--- config.mk ---
export PLATFORM = sky130hd
export DESIGN_NAME = mash11_ilv
export DESIGN_NICKNAME = d
export VERILOG_FILES = /design/src/rtl/mash_pkg.sv /design/src/rtl/mash_la_stage.sv /design/src/rtl/mash_therm.sv /design/src/rtl/mash11_ilv.sv
export SDC_FILE = /design/constraint.sdc
export NUM_CORES = 1
export LEC_CHECK = 0
export CAP_MARGIN = 40
export CORE_AREA = 2 2 93 95
export CTS_CLUSTER_SIZE = 16
export DETAILED_ROUTE_END_ITERATION = 10
export DIE_AREA = 0 0 95 97
export PLACE_DENSITY = 0.88
export SLEW_MARGIN = 15
export SYNTH_ARGS = -nofsm -noshare
export SYNTH_HDL_FRONTEND = slang
export SYNTH_SLANG_ARGS = --single-unit
export TNS_END_PERCENT = 1
--- constraint.sdc ---
create_clock -name clk -period 7.7 [get_ports clk]
set_clock_uncertainty 0.05 [all_clocks]
set_input_delay 1.155 -clock clk [delete_from_list [all_inputs] [get_ports clk]]
set_output_delay 1.155 -clock clk [all_outputs]
set_load 0.01 [all_outputs]
--- src/rtl/mash_pkg.sv ---
package mash_pkg;

    // Clamp a signed integer into 0..hi.
    function automatic int clamp_code(int v, int hi);
        if (v < 0) begin
            return 0;
        end
        if (v > hi) begin
            return hi;
        end
        return v;
    endfunction

endpackage

--- src/rtl/mash_la_stage.sv ---
// One first-order error-feedback stage evaluated for two samples per clock.
// The odd-sample values come from the registered residue plus both inputs,
// not from the even-sample result.
module mash_la_stage #(
    parameter int X_W = 12,
    parameter int L   = 8
) (
    input  logic [L-1:0]           r_prev,
    input  logic signed [X_W-1:0]  x_even,
    input  logic signed [X_W-1:0]  x_odd,
    output logic signed [X_W+1-L:0] q_even,
    output logic signed [X_W+1-L:0] q_odd,
    output logic [L-1:0]           r_even,
    output logic [L-1:0]           r_odd
);
    localparam int SW = X_W + 2;
    localparam int QW = SW - L;

    logic signed [SW-1:0] rp_s, xe_s, xo_s, sum_e, sum_o;
    logic signed [QW-1:0] q_tot;

    always_comb begin
        rp_s   = $signed({{(SW-L){1'b0}}, r_prev});
        xe_s   = $signed({{2{x_even[X_W-1]}}, x_even});
        xo_s   = $signed({{2{x_odd[X_W-1]}}, x_odd});
        sum_e  = rp_s + xe_s;
        sum_o  = rp_s + xe_s + xo_s;
        q_even = $signed(sum_e[SW-1:L]);
        q_tot  = $signed(sum_o[SW-1:L]);
        q_odd  = q_tot - q_even;
        r_even = sum_e[L-1:0];
        r_odd  = sum_o[L-1:0];
    end

endmodule

--- src/rtl/mash_therm.sv ---
// Code to thermometer word: bit i set when i < code.
module mash_therm #(
    parameter int OUT_W = 4,
    parameter int CELLS = 15
) (
    input  logic [OUT_W-1:0] code,
    output logic [CELLS-1:0] therm
);
    for (genvar i = 0; i < CELLS; i++) begin : g_cell
        assign therm[i] = (code > OUT_W'(i));
    end
endmodule

--- src/rtl/mash11_ilv.sv ---
module mash11_ilv #(
    parameter int IN_W   = 12,
    parameter int FRAC_W = 8,
    parameter int OUT_W  = 4
) (
    input  logic                    clk,
    input  logic                    rst,
    input  logic                    in_valid,
    input  logic signed [IN_W-1:0]  in_even,
    input  logic signed [IN_W-1:0]  in_odd,
    output logic                    out_valid,
    output logic [OUT_W-1:0]        code_even,
    output logic [OUT_W-1:0]        code_odd,
    output logic [2**OUT_W-2:0]     therm_even,
    output logic [2**OUT_W-2:0]     therm_odd
);
    localparam int CELLS  = 2**OUT_W - 1;
    localparam int OFFSET = 2**(OUT_W-1);
    localparam int Q1W    = IN_W + 2 - FRAC_W;
    localparam int Q2W    = 3;
    localparam int YW     = Q1W + 2;

    typedef struct packed {
        logic [FRAC_W-1:0]     r1;
        logic [FRAC_W-1:0]     r2;
        logic signed [Q2W-1:0] c2_last;
        logic                  vld;
        logic [OUT_W-1:0]      code_e;
        logic [OUT_W-1:0]      code_o;
    } state_t;

    state_t st_d, st_q;

    logic signed [Q1W-1:0]  q1e, q1o;
    logic [FRAC_W-1:0]      r1e, r1o, r2e, r2o;
    logic signed [Q2W-1:0]  c2e, c2o;
    logic signed [FRAC_W:0] s2_xe, s2_xo;
    logic signed [YW-1:0]   y_e, y_o;
    logic [FRAC_W-1:0]      lk_chk;
    int                     ye_i, yo_i;

    // First stage: signed samples in.
    mash_la_stage #(.X_W(IN_W), .L(FRAC_W)) u_st1 (
        .r_prev (st_q.r1),
        .x_even (in_even),
        .x_odd  (in_odd),
        .q_even (q1e),
        .q_odd  (q1o),
        .r_even (r1e),
        .r_odd  (r1o)
    );

    assign s2_xe = $signed({1'b0, r1e});
    assign s2_xo = $signed({1'b0, r1o});

    // Second stage: first-stage residues in, carries out.
    mash_la_stage #(.X_W(FRAC_W + 1), .L(FRAC_W)) u_st2 (
        .r_prev (st_q.r2),
        .x_even (s2_xe),
        .x_odd  (s2_xo),
        .q_even (c2e),
        .q_odd  (c2o),
        .r_even (r2e),
        .r_odd  (r2o)
    );

    always_comb begin
        y_e = $signed({{2{q1e[Q1W-1]}}, q1e})
            + $signed({{(YW-Q2W){c2e[Q2W-1]}}, c2e})
            - $signed({{(YW-Q2W){st_q.c2_last[Q2W-1]}}, st_q.c2_last});
        y_o = $signed({{2{q1o[Q1W-1]}}, q1o})
            + $signed({{(YW-Q2W){c2o[Q2W-1]}}, c2o})
            - $signed({{(YW-Q2W){c2e[Q2W-1]}}, c2e});
        ye_i = int'(y_e);
        yo_i = int'(y_o);

        st_d     = st_q;
        st_d.vld = in_valid;
        if (in_valid) begin
            st_d.r1      = r1o;
            st_d.r2      = r2o;
            st_d.c2_last = c2o;
            st_d.code_e  = OUT_W'(mash_pkg::clamp_code(ye_i + OFFSET, CELLS));
            st_d.code_o  = OUT_W'(mash_pkg::clamp_code(yo_i + OFFSET, CELLS));
        end
    end

    always_ff @(posedge clk) begin
        if (rst) begin
            st_q <= '0;
        end else begin
            st_q <= st_d;
        end
    end

    assign out_valid = st_q.vld;
    assign code_even = st_q.code_e;
    assign code_odd  = st_q.code_o;

    mash_therm #(.OUT_W(OUT_W), .CELLS(CELLS)) u_th_e (
        .code  (st_q.code_e),
        .therm (therm_even)
    );
    mash_therm #(.OUT_W(OUT_W), .CELLS(CELLS)) u_th_o (
        .code  (st_q.code_o),
        .therm (therm_odd)
    );

    // Serial chaining of the residue, used to cross-check the look-ahead.
    assign lk_chk = r1e + in_odd[FRAC_W-1:0];

    // the valid flag follows the input flag by one cycle
    a_r2_valid_follows: assert property (@(posedge clk) disable iff (rst)
        in_valid |=> out_valid);
    a_r2_idle_follows: assert property (@(posedge clk) disable iff (rst)
        !in_valid |=> !out_valid);
    // the look-ahead odd residue equals the chained serial update
    a_r4_lookahead: assert property (@(posedge clk) disable iff (rst)
        lk_chk == r1o);
    // the second-stage carry is a single bit
    a_r5_carry_range: assert property (@(posedge clk) disable iff (rst)
        (c2e == 0 || c2e == 1) && (c2o == 0 || c2o == 1));
    // the thermometer count matches the code and the ones are contiguous
    a_r7_therm_count: assert property (@(posedge clk) disable iff (rst)
        $countones(therm_even) == int'(code_even) &&
        $countones(therm_odd) == int'(code_odd));
    a_r7_therm_shape: assert property (@(posedge clk) disable iff (rst)
        ((therm_even & (therm_even + CELLS'(1))) == '0) &&
        ((therm_odd & (therm_odd + CELLS'(1))) == '0));
    // an idle cycle leaves the codes unchanged
    a_r8_hold: assert property (@(posedge clk) disable iff (rst)
        !in_valid |=> $stable(code_even) && $stable(code_odd));

endmodule

==> impl_metrics.csv <==
group,metric,value,unit
outcome,outcome,"completed",
cts,ctsRootBufferMaster,"clkbuf_8",
sta,fin_crit,7.46,ns
place,globalplace.congestion,0.927,
cts,hold_buffers,0,
sta,worst_pin_slew,0.638,ns
die,die_area,9220,um^2
cts,cts_tree,"done",
cts,cts_sinks,28,
detailed_routing,drcViolationCount,0,
critical_path,cp_data_required_time,7.81,ns
final_layout,antenna_cells,0,
detailed_routing,drt_wl_total,10300,um
die,num_rows,33,
final_layout,fin_nets,684,
flow_run,max_cap_viol_count,0,
sta,slew_viol_final,0,
detailed_routing,drt_iter0_drc,184,
cts,insertion_delay,0.29,ns
global_route,grt_use_total,21.9,%
critical_path,cp-end-kind,"flop",
synth,synthSimpleGateAreaFrac,17.4,%
sta,max_clock_freq,134,MHz
final_layout,seqCellArea,561,um^2
die,die_h,97,um
synth,synth.cell_area,4130,um^2
synth,avgSynthCellArea,7.98,um^2
final_layout,fillers,683,
global_route,antenna_found_initial,0,
global_route,grt_max_degree,32,
die,die_w,95,um
synth,syn_inst,517,
sta,setup_viol,0,
critical_path,crit_type,"input pin to flop",
worst_hold_path,hold_path.class,"flop to flop",
die,io-pin-count,66,
synth,synth_top_family_by_area,"adder cells",
critical_path,crit_arrival,7.56,ns
global_route,grt_pass1_wl,16900,um
synth,synthMuxAreaShare,4.03,%
synth,ys.warnings.count,0,
detailed_routing,num_vias,3960,
sta,finalCritPeriodShare,96.8,%
cts,clk_pin_slew_worst_paths,0.11,ns
synth,synth_top_area_share,22.7,%
global_route,grt_overflow,0,
cts,cts_max_path_buffers,2,
synth,synth-async-reset-ratio,0,%
final_layout,multi_input_area,3320,um^2
cts,cts_max_level,1,
sta,slew_headroom,57.2,%
critical_path,critPathMaxFanout,7,
place,io_buffers,65,
synth,synthFlopType,"dfxtp_1",
final_layout,final_common_cell,"ha_1",
detailed_routing,wire_per_inst,15.2,um
synth,synth_seq_cells,28,
cts,numCtsBuffers,3,
synth,synth_edf_count,0,
synth,synthAdderAreaFrac,26.1,%
synth,synthDistinctLibCells,61,
detailed_routing,final_antenna_net_count,0,
final_layout,area_delta_synth_final,21.5,%
synth,synth_fp_nets,626,
detailed_routing,routed_via_density,5.83,
critical_path,crit_path_start_kind,"input pin",
final_layout,layout-drive-gt1-share,8.54,%
die,coreArea,8130,um^2
synth,synth_compound_area_share,22.6,%
die,start_util,50.7,%
global_route,grt_pass1_vias,3852,
place,dp_hpwl,7940,um
sta,hold_viol,0,
synth,synth.largest_area_cell,"ha_1",
synth,synth_area_leaders,"ha_1, dfxtp_1, xnor2_1",
final_layout,utilization,61.6,%
detailed_routing,dr.pass1.iters,4,
synth,synth_xor_area_share,8.49,%
final_layout,mostFrequentLayoutCells,"ha_1, clkdlybuf4s50_1, nor2_1",
synth,ys_seq_area_share,13.6,%
## path summary, 6_finish.rpt
path	from	endpoint	slack (ns)	cells past startpoint
setup / recovery	in_even[0]	code_odd[1]	0.24	28
hold reg to reg	st_q[10]	st_q[10]	0.45	2
hold / removal	st_q[10]	st_q[10]	0.45	2
setup reg to reg	st_q[20]	code_odd[1]	1.21	27
## what timing repair did
item                                   in CTS  in global routing
endpoints found under the hold margin       0                  0
setup endpoints to repair                   4                  4
pin swaps                                   0                 14
setup buffers                               0                  7
gates resized for setup                     1                 14
## cell families after synthesis
group                    after synthesis
XOR/XNOR                              40
AND/OR/NAND/NOR                      146
AO/OA/AOI/OAI                        133
multiplexers                          16
adder cells (fa/ha/maj)               82
buffers and inverters                 72
flip-flops                            28
## area by class of cell
cell class | count | share of cell area, %
Clock buffer | 3 | 0.824
Clock inverter | 1 | 0.599
Inverter | 46 | 3.44
Multi-Input combinational cell | 417 | 66.3
Sequential cell | 28 | 11.2
Tap cell | 105 | 2.62
Timing Repair Buffer | 79 | 15.1
## cell usage after synthesis (2+ instances only)
master,number
a211oi_1,9
a211oi_2,5
a21o_1,15
a21oi_1,36
a21oi_2,2
a221oi_1,3
a31oi_1,3
a31oi_4,2
and2_1,4
and3_1,4
buf_4,10
clkbuf_1,14
dfxtp_1,28
fa_1,7
ha_1,75
inv_1,45
mux2i_1,14
nand2_1,35
nand2b_1,7
nand3_1,8
nand4_1,2
nor2_1,49
nor2b_1,9
nor3_1,9
nor4_1,6
o211ai_1,2
o21a_1,8
o21ai_0,15
o21ai_1,12
o21bai_1,4
o31a_1,3
or3_1,5
xnor2_1,24
xor2_1,16
## state kept, by name, summed over array words and instances (netlist names)
| signal | flops |
|---|---|
| code_odd | 4 |
| code_even | 4 |
| st_q | 19 |
| out_valid | 1 |
## through the flow
| step | TNS (ns) | hold WS, ns | setup slack, ns | cell area, um^2 | instances |
|---|---|---|---|---|---|
| finish | 0 | 0.450 | 0.244 | 5010 | 679 |
| detailed placement | -0.926 | 0.428 | -0.241 | 4810 | 668 |
| global route | -0.115 | 0.490 | -0.0375 | 5010 | 679 |
| CTS | 0 | 0.442 | 0.0272 | 4890 | 672 |
| floorplan | 0 | 0.406 | 0.956 | 4130 | 517 |
| global placement | 0 | 0.422 | 0.00839 | 4810 | 668 |
## worst max-delay path: stages
cell	delay, ns
clkdlybuf4s50_1	0.46
ha_1	0.19
inv_1	0.07
fa_1	0.54
inv_1	0.12
fa_1	0.47
a211oi_2	0.27
o21bai_1	0.11
a21oi_1	0.25
xnor2_2	0.18
ha_2	0.36
nand3_1	0.09
nand2_1	0.09
a211oi_2	0.29
nor2b_1	0.08
o21ai_1	0.15
ha_1	0.19
inv_1	0.08
ha_1	0.28
inv_1	0.04
ha_1	0.31
ha_1	0.29
a21o_1	0.18
a21oi_1	0.19
mux2_1	0.37
nor4_2	0.32
o311a_1	0.31
a221oi_1	0.10
## metal layers
layer | share of wire, % | global-route usage, % | vias to the layer above
met1 | 43 | 26.9 | 1865
met5 | 0 | 0 | -
li1 | - | - | 1947
met2 | 50 | 40.4 | 128
met3 | 4.6 | 1.87 | 20
met4 | 1.5 | 5.69 | 0
Power is left out: the tool's default activity adds up to more than one toggle a clock period on the data nets, which glitch-free logic cannot reach.
